==> config.mk <==
export PLATFORM = sky130hd
export DESIGN_NAME = tbsel_timer
export DESIGN_NICKNAME = d
export VERILOG_FILES = /design/src/rtl/tbsel_pkg.sv /design/src/rtl/tbsel_index.sv /design/src/rtl/tbsel_edge.sv /design/src/rtl/tbsel_timer.sv
export SDC_FILE = /design/constraint.sdc
export NUM_CORES = 1
export LEC_CHECK = 0
export BUFFER_PORTS_ARGS = -buffer_cell sky130_fd_sc_hd__buf_2
export CELL_PAD_IN_SITES_DETAIL_PLACEMENT = 2
export CELL_PAD_IN_SITES_GLOBAL_PLACEMENT = 2
export CORE_ASPECT_RATIO = 0.5
export CORE_MARGIN = 5
export CORE_UTILIZATION = 21
export CTS_CLUSTER_DIAMETER = 120
export DETAILED_ROUTE_END_ITERATION = 7
export PLACE_DENSITY_LB_ADDON = 0.1
export SYNTH_ARGS = -nofsm -noshare
export SYNTH_HDL_FRONTEND = slang
export SYNTH_SLANG_ARGS = --single-unit
==> constraint.sdc <==
create_clock -name clk -period 0.8 [get_ports clk]
set_input_delay 0.24 -clock clk [delete_from_list [all_inputs] [get_ports clk]]
set_output_delay 0.24 -clock clk [all_outputs]
set_load 0.02 [all_outputs]
==> src/rtl/tbsel_pkg.sv <==
package tbsel_pkg;
  localparam int TB_W   = 64;
  localparam int IDX_W  = $clog2(TB_W);
  localparam int PER_W  = 2;
  localparam int XT_W   = IDX_W - PER_W;
  localparam int N_TAB  = 1 << PER_W;

  // default table: entries 21, 25, 29, 33 (entry 0 in the low bits)
  localparam logic [N_TAB*IDX_W-1:0] DEF_TAB = {6'd33, 6'd29, 6'd25, 6'd21};

  // extended mode: index counts down from the top bit
  function automatic logic [IDX_W-1:0] ext_index(input logic [XT_W-1:0] xt,
                                                 input logic [PER_W-1:0] per);
    logic [IDX_W-1:0] fld;
    fld = {xt, per};
    return IDX_W'(TB_W - 1) - fld;
  endfunction
endpackage

==> src/rtl/tbsel_index.sv <==
module tbsel_index
  import tbsel_pkg::*;
#(
  parameter logic [N_TAB*IDX_W-1:0] PER_TAB = DEF_TAB
) (
  input  logic             clk,
  input  logic             rst_n,
  input  logic             wr_i,
  input  logic             ext_i,
  input  logic [PER_W-1:0] per_i,
  input  logic [XT_W-1:0]  xt_i,
  output logic [IDX_W-1:0] idx_o,
  output logic             chg_o
);
  logic [IDX_W-1:0] tab [N_TAB];
  logic [IDX_W-1:0] idx_d, idx_q;
  logic             chg_d, chg_q;

  for (genvar g = 0; g < N_TAB; g++) begin : g_tab
    assign tab[g] = PER_TAB[g*IDX_W +: IDX_W];
  end

  always_comb begin
    idx_d = idx_q;
    chg_d = wr_i;
    if (wr_i) begin
      if (ext_i) idx_d = ext_index(xt_i, per_i);
      else       idx_d = tab[per_i];
    end
  end

  always_ff @(posedge clk or negedge rst_n) begin
    if (!rst_n) begin
      idx_q <= PER_TAB[IDX_W-1:0];
      chg_q <= 1'b1;
    end else begin
      idx_q <= idx_d;
      chg_q <= chg_d;
    end
  end

  assign idx_o = idx_q;
  assign chg_o = chg_q;

  p_idx_hold_r6: assert property (@(posedge clk) disable iff (!rst_n)
    !wr_i |=> $stable(idx_q));
  p_ext_idx_r2: assert property (@(posedge clk) disable iff (!rst_n)
    (wr_i && ext_i) |=> idx_q == IDX_W'(TB_W - 1) - IDX_W'({$past(xt_i), $past(per_i)}));
  p_tab_idx_r3: assert property (@(posedge clk) disable iff (!rst_n)
    (wr_i && !ext_i) |=> idx_q == tab[$past(per_i)]);
endmodule

==> src/rtl/tbsel_edge.sv <==
module tbsel_edge
  import tbsel_pkg::*;
(
  input  logic             clk,
  input  logic             rst_n,
  input  logic [TB_W-1:0]  tbase_i,
  input  logic [IDX_W-1:0] idx_i,
  input  logic             chg_i,
  input  logic             pend_i,
  output logic             evt_o
);
  logic bit_now;
  logic hist_d, hist_q;
  logic evt_d, evt_q;

  assign bit_now = tbase_i[idx_i];

  always_comb begin
    hist_d = bit_now;
    // a reload or a pending flag swallows the edge
    evt_d  = bit_now & ~hist_q & ~chg_i & ~pend_i;
  end

  always_ff @(posedge clk or negedge rst_n) begin
    if (!rst_n) begin
      hist_q <= 1'b0;
      evt_q  <= 1'b0;
    end else begin
      hist_q <= hist_d;
      evt_q  <= evt_d;
    end
  end

  assign evt_o = evt_q;

  p_pend_blocks_r5: assert property (@(posedge clk) disable iff (!rst_n)
    evt_q |-> !$past(pend_i));
  p_single_pulse_r1: assert property (@(posedge clk) disable iff (!rst_n)
    evt_q |=> !evt_q);
  p_reload_quiet_r7: assert property (@(posedge clk) disable iff (!rst_n)
    chg_i |=> !evt_q);
endmodule

==> src/rtl/tbsel_timer.sv <==
module tbsel_timer
  import tbsel_pkg::*;
#(
  parameter logic [N_TAB*IDX_W-1:0] PER_TAB = DEF_TAB
) (
  input  logic             clk,
  input  logic             rst_n,
  input  logic [TB_W-1:0]  tbase_i,
  input  logic             cfg_wr_i,
  input  logic             cfg_ext_i,
  input  logic [PER_W-1:0] cfg_per_i,
  input  logic [XT_W-1:0]  cfg_xt_i,
  input  logic             pend_i,
  output logic             evt_o,
  output logic [IDX_W-1:0] idx_o
);
  logic rs0_q, rs1_q;
  logic rst_core_n;
  logic chg;
  logic [IDX_W-1:0] idx;

  // reset asserts at once, releases after two clock edges
  always_ff @(posedge clk or negedge rst_n) begin
    if (!rst_n) begin
      rs0_q <= 1'b0;
      rs1_q <= 1'b0;
    end else begin
      rs0_q <= 1'b1;
      rs1_q <= rs0_q;
    end
  end
  assign rst_core_n = rs1_q;

  tbsel_index #(.PER_TAB(PER_TAB)) u_index (
    .clk   (clk),
    .rst_n (rst_core_n),
    .wr_i  (cfg_wr_i),
    .ext_i (cfg_ext_i),
    .per_i (cfg_per_i),
    .xt_i  (cfg_xt_i),
    .idx_o (idx),
    .chg_o (chg)
  );

  tbsel_edge u_edge (
    .clk     (clk),
    .rst_n   (rst_core_n),
    .tbase_i (tbase_i),
    .idx_i   (idx),
    .chg_i   (chg),
    .pend_i  (pend_i),
    .evt_o   (evt_o)
  );

  assign idx_o = idx;

  p_cfg_quiet_r7: assert property (@(posedge clk) disable iff (!rst_core_n)
    cfg_wr_i |=> ##1 !evt_o);
endmodule

Yosys cells after proc, flatten, opt, wreduce, memory -nomap -nowiden
Cells that the tools add are included.
{"block": "classes", "add_sub_neg": 1, "order_cmp": 2, "muxes": 6, "bitwise_logic": 7}
{"operator": "two-way mux 6 bit", "count": 3}
{"operator": "binary-select mux 6 bit (select 2 bit)", "count": 1}
{"operator": "less-than comparator 6 x 7 -> 1 bit (second input constant)", "count": 1}
{"operator": "binary-select mux 1 bit (select 6 bit)", "count": 1}
{"operator": "subtractor 6 bit (first input constant)", "count": 1}
{"operator": "AND 1 bit", "count": 3}
{"operator": "greater-or-equal comparator 3 bit (second input constant)", "count": 1}
{"operator": "inverter 1 bit", "count": 3}
{"operator": "inverter 2 -> 3 bit", "count": 1}
{"operator": "two-way mux 1 bit", "count": 1}
{"block": "totals", "ff_bits": 11, "input_bits": 75, "output_inout_bits": 7, "word_cells": 22}

Logic depth before layout (Yosys ltp)
Gate-level depths: netlist (run 1).
{"block": "logic_depth", "ltp_word": 5, "depth_mapped": 7}

By module
Synthesis (run 1) repeated with hierarchy kept, for this count alone.
{"block": "unflattened", "cells_unflattened": 98, "area_unflattened_um2": 1109.8}
{"module": "tbsel_edge", "instances": 1, "cells_per_inst": 67, "area_each_um2": 718.2}
{"module": "tbsel_index", "instances": 1, "cells_per_inst": 28, "area_each_um2": 337.8}
{"module": "tbsel_timer", "instances": 1, "cells_per_inst": 3, "area_each_um2": 53.8}

Least setup slack after synthesis (run 1)
OpenSTA, ideal clock, no wires.
{"block": "synth_path", "path_type": "register to register", "from": "register u_index.idx_q[0], in the netlist u_index.idx_o[0]", "to": "register u_edge.hist_q", "setup_ps": 134, "t_arrival_ps": 1797, "t_required_ps": 666, "path_slack_ps": -1130, "stages_incl_launch_ff": 6, "path_buffers": 1, "path_cell_list": "dfstp_2 buf_6 mux4_1 mux2_2 o21ai_0 o22ai_1"}
{"block": "synth_between", "elab_chain_len": 2}
{"item": "from (decl)", "line_no": "tbsel_index.sv:16", "source": "logic [IDX_W-1:0] idx_d, idx_q;"}
{"item": "from (signal assigned)", "line_no": "tbsel_index.sv:34", "source": "idx_q <= PER_TAB[IDX_W-1:0];"}
{"item": "from (signal assigned)", "line_no": "tbsel_index.sv:37", "source": "idx_q <= idx_d;"}
{"item": "binary-select mux 1 bit (select 6 bit)", "line_no": "tbsel_edge.sv:16", "source": "assign bit_now = tbase_i[idx_i];"}
{"item": "two-way mux 1 bit (implied by the code)", "line_no": "tbsel_edge.sv:16"}
{"item": "via u_edge.bit_now", "line_no": "tbsel_edge.sv:12", "source": "logic bit_now;"}
{"item": "to (signal assigned)", "line_no": "tbsel_edge.sv:29", "source": "hist_q <= hist_d;"}
{"item": "to (decl)", "line_no": "tbsel_edge.sv:13", "source": "logic hist_d, hist_q;"}
The timed path passes the listed nets, and every way through them passes these cells. The select of a mux whose other input is x is not followed.
A chain may end at the register's enable or synchronous reset.

Worst setup path in the final report (run 1)
Same ends and word-level chain as after synthesis.

==> impl_results.md, run 1 <==
* Outcome: finished with violations
* Failing checks: setup timing
* R2R cell count at 4
* Vias in the first global route at 1421
* Synth Area in Adders at 0.0437
* Wire per inst at 17.6 µm
* Power Density at 1270 nW/µm²
* Placement Cell Area at 1760 µm²
* Largest net degree at the start of global routing at 13
* Flop2flop setup slack at -1100 ps
* Total grt overflow at 0
* Post-Synth XOR/XNOR Area at 0
* Final wirelength at 4980 µm
* Die area at 7120 µm²
* Sw Share at 0.319
* Initial DRT Pass Iterations at 3
* Worst Clk Skew at 0.290 ps
* CTS tree: yes
* Clk sink count at 11
* Mapped Cells at 96
* Fin area at 2080 µm²
* Synthesis-to-finish area growth at 81.4%
* Post-synth EDFFs at 0
* Worst Setup Path Type: reg2reg
* Synthesized net count at 175
* FF-to-FF End: u_edge.hist_q
* Buffers & Inverters on Critical Path at 0
* Final Setup Violations at 15
* Vias at 1256
* Final #Nets at 290
* Site Rows at 19
* Register area share after synthesis at 0.245
* Die height at 62.2 µm
* Maximum clock path buffer count at 2
* Layout cell share with drive strength beyond 1 at 0.733
* Gp weighted congestion at 0.745
* Post-route ant nets at 0
* Avg Inst Size Synth at 11.9 µm²
* Drt drc at 0
* TritonCTS Buffers at 3
* Fmax at 0.528 GHz
* Sequential cell area at 283 µm²
* Starting Density at 0.213
* First-pass GRT wire length at 7540 µm
* Fill count at 615
* Reg power frac at 0.276
* Crit-path slowest cell: dfstp_2
* Combinational family with the most area after synthesis: multiplexers
* Fin crit period at 1900 ps
* Setup crit end kind: flop
* Crit path arrival time at 2000 ps
* Htree depth at 1
* Post-Synthesis Cell Area at 1140 µm²
* Ys async rst share at 1.00
* Fin cells at 283
* Worst-path clk slew at 50 ps
* I/O Buffers at 81
* Tot GR Track Use at 0.133
* Post-DP HPWL at 3880 µm
* CP peak stage delay at 640 ps
* Die width at 114 µm
* Worst IR drop on VDD at 523 µV
* Combinational share of power at 0.511
* Root Driver: clkbuf_8
* Initial antenna violation count at 0
* Max Slew Vio Count at 0
* Vias per Instance at 4.44
* Iteration-0 DRC count of the detailed router at 41
* I/O pin total at 82
* Post-synthesis mux area share at 0.428
* Critical path, cell by cell: mux4_2, mux2_4, o21ai_4, o22ai_1
* CP top delay family: multiplexers
* RSZ-0062 raised after global routing: true
* Switch Pwr at 0.840 mW
* Area of the multi-input gates at 855 µm²
* Placed Cells at 263
* CP startpoint: u_index.idx_o[0]
* Clk Latency, worst-skew pair at 240 ps
* Main synth FF type: dfrtp_1
* Diode count at 0
* Lkg Pwr at 1.02 nW
* Core Util, Final at 0.387
* Compound-Gate Fraction of Synth Area at 0.0885
* Power share of the clock group at 0.213
* Setup slack after layout at -1100 ps
* HP Class: reg2async
* Synthesized flop and latch total at 11
* Core area at 5370 µm²
* R2R Path Start: u_index.idx_o[0]
* Fin. Hold Viols at 0
* Ys Warns at 0
* Post-synth cell types at 36
* Startpoint types: flop
* CP Max Fanout at 6
* Simple-Gate Fraction of Synth Area at 0.123
* Internal Power at 1.79 mW
* Final Cycle Share at 2.37
* Worst Path Required at 910 ps
* Max-Cap Viols at 0
-- worst register-to-register path, cell delays in order, from the launching register on --
cell     delay, ps
dfstp_2        640
mux4_2         540
mux2_4         300
o21ai_4        170
o22ai_1        120
-- power groups by stage --
| stage | Combinational [mW] | Clock, mW | Sequential, mW |
|---|---|---|---|
| after global routing | 1.45 | 0.616 | 0.740 |
| final | 1.34 | 0.561 | 0.727 |
| after floorplan | 0.567 | 0 | 0.736 |
| after global placement | 0.990 | 0 | 0.725 |
| after CTS | 1.21 | 0.573 | 0.716 |
| after detailed placement | 1.01 | 0 | 0.737 |
-- cells by family after synthesis --
family          after synthesis
buf+inv                      12
flops                        11
other cells                   1
compound gates               13
mux                          30
simple gates                 25
fa+ha+maj                     4
-- cell type report --
type / instances / area share
tap: 73 / 0.0440
clock buffer: 4 / 0.0217
inverter: 4 / 0.00843
sequential: 11 / 0.136
timing repair buffer: 118 / 0.378
multi-input combinational: 73 / 0.411
-- per-layer routing --
layer	GRT usage	vias to the layer above	wire, µm
met4	0.0237	0	27
met5	0	-	0
met2	0.238	35	2600
li1	-	604	-
met3	0.0233	2	243
met1	0.169	615	2110
-- cells in the final DEF, fill, tap and decap left out, drive strengths merged, types with 2 or more instances in the layout --
| cell type | instances |
|---|---|
| a21oi | 3 |
| buf | 117 |
| clkbuf | 4 |
| dfrtp | 7 |
| dfstp | 4 |
| ha | 4 |
| inv | 4 |
| mux2 | 5 |
| mux2i | 13 |
| mux4 | 12 |
| nand2 | 4 |
| nand3 | 2 |
| nand3b | 2 |
| nor2 | 5 |
| nor2b | 4 |
| nor3b | 2 |
| or3 | 2 |
-- cells in the mapped netlist, types with 2 or more instances --
library cell | instances | area [µm²]
a21oi_1 | 3 | 15.0
nand3_1 | 2 | 10.0
clkbuf_1 | 2 | 7.51
inv_1 | 4 | 15.0
ha_1 | 4 | 50.1
or3_1 | 2 | 12.5
mux2i_1 | 13 | 130
nor3b_1 | 2 | 15.0
buf_2 | 2 | 10.0
mux4_2 | 3 | 67.6
mux4_1 | 9 | 236
dfrtp_1 | 7 | 175
dfstp_2 | 4 | 105
nor2_1 | 5 | 18.8
nor2b_1 | 4 | 25.0
buf_6 | 2 | 22.5
mux2_2 | 5 | 56.3
nand3b_1 | 2 | 15.0
nand2_1 | 4 | 15.0
-- worst max-delay path by stage --
stage / slack [ps] / depth (start not counted) / to
after floorplan: -1080 / 6 / u_edge.evt_o
after global placement: -1040 / 5 / u_edge.evt_o
after detailed placement: -1100 / 5 / u_edge.evt_o
after CTS: -1070 / 5 / u_edge.evt_o
after global routing: -1180 / 6 / u_edge.hist_q
final: -1100 / 4 / u_edge.hist_q
-- sequential cells by signal, indices dropped and copies added (netlist names) --
signal	flops
u_edge.hist_q	1
u_index.chg_o	1
rs1_q	1
rs0_q	1
u_index.idx_o	6
u_edge.evt_o	1
-- metrics by stage --
stage | hold slack (ps) | power, mW | setup WS, ps | TNS, ps
global route | 200 | 2.81 | -1180 | -7610
floorplan | -55.6 | 1.30 | -1080 | -3260
CTS | 164 | 2.50 | -1070 | -6320
global placement | 24.8 | 1.72 | -1040 | -5100
detailed placement | 28.3 | 1.74 | -1100 | -5390
finish | 159 | 2.63 | -1100 | -6980
-- what timing repair did --
| item | 4_1_cts | 5_1_grt |
|---|---|---|
| endpoints found under the hold margin | 2 | 0 |
| resized for setup | 31 | 21 |
| gates cloned | 0 | 0 |
| hold buffers | 1 | 0 |
| endpoints found under the setup margin | 15 | 15 |
| setup buffers | 8 | 9 |
| pin swaps | 2 | 3 |
No activity file was read; power rests on OpenSTA's default activity.
==> inputs of run 2 (changes only) <==
- CORE_UTILIZATION: 21 -> 23
- clock period: 0.8 -> 1.9 ns (I/O delays scaled with it)
==> impl_results.md, run 2 (synthesized netlist as in run 1, its figures left out) <==
* Die width at 110 µm
* Root Driver: clkbuf_8
* Fin crit period at 1900 ps
* Power Density at 546 nW/µm²
* Diode count at 0
* TritonCTS Buffers at 3
* Maximum clock path buffer count at 2
* Power share of the clock group at 0.238
* Tot GR Track Use at 0.128
* Flop2flop setup slack at 5 ps
* Total grt overflow at 0
* CTS tree: yes
* Iteration-0 DRC count of the detailed router at 15
* First-pass GRT wire length at 6420 µm
* Htree depth at 1
* RSZ-0062 raised after global routing: true
* Starting Density at 0.235
* Initial DRT Pass Iterations at 3
* Max Slew Vio Count at 0
* Worst-path clk slew at 50 ps
* Fin. Hold Viols at 0
* I/O pin total at 82
* Combinational share of power at 0.451
* Worst Setup Path Type: reg2reg
* Worst Path Required at 2040 ps
* Vias at 1143
* Site Rows at 18
* Vias per Instance at 4.54
* Final #Nets at 262
* Commonest non-fill, non-tap cell in the layout: buf_2
* Synthesis-to-finish area growth at 51.7%
* Total Power at 0.948 mW
* Startpoint types: flop
* Worst Clk Skew at 2.03 ps
* Clk Latency, worst-skew pair at 230 ps
* Max-Cap Viols at 0
* Core area at 4860 µm²
* Final Setup Violations at 0
* Gp weighted congestion at 0.768
* Wire per inst at 16.7 µm
* Clk sink count at 11
* CP Max Fanout at 14
* Setup crit end kind: flop
* Outcome: complete, no violations
* Crit path arrival time at 2030 ps
* Final Cycle Share at 0.998
* Setup TNS at 0 ps
* Worst IR drop on VDD at 202 µV
* Vias in the first global route at 1266
* Final wirelength at 4200 µm
* Commonest cells after routing, fill and taps aside: 81 x buf_2, 11 x mux2i_1, 7 x mux4_1, 7 x dfrtp_1
* Switch Pwr at 0.295 mW
* Die area at 6570 µm²
* Reg power frac at 0.311
* Sw Share at 0.311
* Fmax at 0.528 GHz
* Fill count at 562
* Lkg Pwr at 0.861 nW
* Post-DP HPWL at 3580 µm
* Layout cell share with drive strength beyond 1 at 0.632
* Drt drc at 0
* Max reg flops at 6
* HP Class: in2async
* Largest net degree at the start of global routing at 15
* Post-route ant nets at 0
* I/O Buffers at 81
* Initial antenna violation count at 0
* Internal Power at 0.653 mW
* Die height at 59.9 µm
[run 2: cell types whose count changed in the layout (fill, tap and decap cells not counted), moves of 3 or more]
cell / before / now
buf_6: 20 / 1
buf_4: 22 / 5
buf_2: 74 / 81
mux2_2: 2 / 5
mux2_4: 3 / 0
[run 2: cell type report]
| class | instances | area, µm² | share of cell area |
|---|---|---|---|
| clock buffers | 4 | 45.0 | 0.0259 |
| inverters | 4 | 15.0 | 0.00865 |
| multi-input cells | 73 | 800 | 0.460 |
| flip-flops and latches | 11 | 280 | 0.161 |
| well taps | 70 | 87.6 | 0.0504 |
| repair buffers | 90 | 509 | 0.293 |
[run 2: what timing repair did]
action                                  CTS  global route
pin swaps                                 1             3
gates resized for setup                   3             8
hold buffers                              0             0
endpoints found under the setup margin    1             3
buffers inserted                          1             1
[run 2: path summary, 6_finish.rpt]
path | startpoint | end | cells past startpoint
hold reg to reg | rs1_q | u_index.idx_o[3] | 0
hold / removal | rst_n | rs1_q | 1
max in group asynchronous | rs1_q | u_index.idx_o[4] | 0
setup / recovery | u_index.idx_o[1] | u_edge.evt_o | 6
setup reg to reg | u_index.idx_o[1] | u_edge.evt_o | 6
min in group clk | rs0_q | rs1_q | 0
[run 2: critical path, cell delays in order (launching register included)]
cell     delay, ps
dfrtp_1        390
buf_12         160
mux4_2         340
mux2i_2         90
a221o_1        320
or4_4          420
o31ai_2         80
[run 2: per-layer routing]
| metal | global-route usage | share of wire | vias up |
|---|---|---|---|
| li1 | - | - | 550 |
| met1 | 0.155 | 0.45 | 548 |
| met2 | 0.237 | 0.46 | 43 |
| met3 | 0.0259 | 0.081 | 2 |
| met4 | 0.0266 | 0.0069 | 0 |
| met5 | 0 | 0 | - |
[run 2: power groups by stage]
stage                     Clock [mW]  Sequential (mW)  Combinational (mW)
after global placement             0            0.303               0.379
final                          0.226            0.295               0.427
after floorplan                    0            0.309               0.224
after CTS                      0.238            0.299               0.401
after global routing           0.248            0.300               0.462
after detailed placement           0            0.305               0.384
[run 2: per-stage QoR]
stage               cells  utilization  instance area (µm²)  hold WS, ps  worst slack, ps
floorplan              96            -                 1140          105             5.14
global placement      246        0.337                 1640          156             14.3
detailed placement    246        0.337                 1640          158            -33.6
CTS                   251        0.350                 1700          105            -7.30
global route          252        0.357                 1740          105            -53.0
finish                252        0.357                 1740          112             4.53
==> inputs of run 3 (changes only) <==
- CTS_BUF_LIST: unset -> sky130_fd_sc_hd__clkbuf_4 sky130_fd_sc_hd__clkbuf_8
==> impl_results.md, run 3 (synthesized netlist as in run 1, its figures left out) <==
* Outcome: complete, no violations
* Starting Density at 0.235
* CP peak stage delay at 420 ps
* Layout cell share with drive strength beyond 1 at 0.637
* Drt drc at 0
* Power Density at 554 nW/µm²
* HP Class: in2async
* Sw Share at 0.307
* CP top delay family: multiplexers
* Worst IR drop on VDD at 203 µV
* Site Rows at 18
* CTS tree: yes
* Final #Nets at 262
* Highest metal used: met4
* Diode count at 0
* Internal Power at 0.668 mW
* Met3 Wirelength at 341 µm
* Clk Latency, worst-skew pair at 230 ps
* Crit-path slowest cell: or4_4
* Largest net degree at the start of global routing at 15
* Final Setup Violations at 0
* Worst Setup Path Type: reg2reg
* Die width at 110 µm
* Die area at 6570 µm²
* Combinational share of power at 0.443
* Max Slew Vio Count at 0
* Hold_buf cts at 0
* Vias at 1140
* Post-DP HPWL at 3580 µm
* Lkg Pwr at 0.864 nW
* First-pass GRT wire length at 6380 µm
* Fin crit period at 1890 ps
* Synthesis-to-finish area growth at 52.0%
* Crit path arrival time at 2030 ps
* Sequential cell area at 280 µm²
* Power share of the clock group at 0.251
* Htree depth at 1
* Startpoint types: flop
* Tot GR Track Use at 0.127
* Commonest non-fill, non-tap cell in the layout: buf_2
* Final Cycle Share at 0.996
* Fill count at 561
* WL met1 at 1890 µm
* TritonCTS Buffers at 3
* Post-route ant nets at 0
* Final wirelength at 4190 µm
* Worst Clk Skew at 2.70 ps
* Reg power frac at 0.306
* Fin. Hold Viols at 0
* I/O pin total at 82
* Total grt overflow at 0
* Buffers & Inverters on Critical Path at 1
* Met2 WL at 1920 µm
* Vias in the first global route at 1265
* Iteration-0 DRC count of the detailed router at 22
* Switch Pwr at 0.296 mW
* Worst-path clk slew at 50 ps
* Clk sink count at 11
* Fin area at 1740 µm²
* Vias per Instance at 4.52
* Core area at 4860 µm²
* Gp weighted congestion at 0.768
* Total Power at 0.963 mW
* RSZ-0062 raised after global routing: true
* I/O Buffers at 81
* Initial antenna violation count at 0
* Wire per inst at 16.6 µm
* Area of the multi-input gates at 800 µm²
* CP Max Fanout at 14
* Root Driver: clkbuf_8
* Initial DRT Pass Iterations at 4
* Max-Cap Viols at 0
* Worst Path Required at 2040 ps
* Placement Cell Area at 1640 µm²
* Max reg flops at 6
* Commonest cells after routing, fill and taps aside: 81 x buf_2, 11 x mux2i_1, 7 x mux4_1, 7 x dfrtp_1
* Critical path, cell by cell: buf_12, mux4_2, mux2i_2, a221o_1, or4_4, o31ai_2
* Setup crit end kind: flop
* Fmax at 0.528 GHz
* Maximum clock path buffer count at 2
* Die height at 59.9 µm
[run 3: cell counts in the layout (fill, tap and decap cells not counted)]
No cell type changed its count.
[run 3: area by class of cell]
cell class              instances  area share
clock buffers                   4      0.0280
inverters                       4     0.00863
multi-input cells              73       0.459
flip-flops and latches         11       0.161
well taps                      70      0.0503
repair buffers                 90       0.293
[run 3: stage by stage]
step	util	setup slack (ps)	instances	TNS [ps]	hold WS, ps
floorplan	-	5.14	96	0	105
global placement	0.337	14.3	246	0	156
detailed placement	0.337	-33.6	246	-33.6	158
CTS	0.350	-7.09	251	-7.09	105
global route	0.358	-53.7	252	-80.8	105
finish	0.358	6.73	252	0	111
[run 3: path summary, 6_finish.rpt]
| path | endpoint | slack, ps | cells after the start | startpoint |
|---|---|---|---|---|
| max | u_edge.evt_o | 7 | 6 | u_index.idx_o[1] |
| min | rs1_q | 110 | 1 | rst_n |
| max reg2reg | u_edge.evt_o | 7 | 6 | u_index.idx_o[1] |
| min reg2reg | u_index.idx_o[3] | 140 | 0 | rs1_q |
| max in group asynchronous | u_index.idx_o[4] | 1460 | 0 | rs1_q |
| min in group clk | rs1_q | 350 | 0 | rs0_q |
[run 3: what timing repair did]
action	4_1_cts	5_1_grt
buffers inserted	1	1
setup endpoints to repair	1	3
pin swaps	1	3
gates resized for setup	3	8
[run 3: power groups by stage]
stage | Combinational, mW | Sequential, mW | Clock, mW
final | 0.427 | 0.295 | 0.242
after global routing | 0.461 | 0.300 | 0.263
after CTS | 0.400 | 0.299 | 0.252
after detailed placement | 0.384 | 0.305 | 0
after global placement | 0.379 | 0.303 | 0
after floorplan | 0.224 | 0.309 | 0
[run 3: layer usage]
layer  track usage  up-vias
met3        0.0259        2
li1              -      550
met2         0.235       43
met1         0.155      545
met4        0.0266        0
met5             0        -
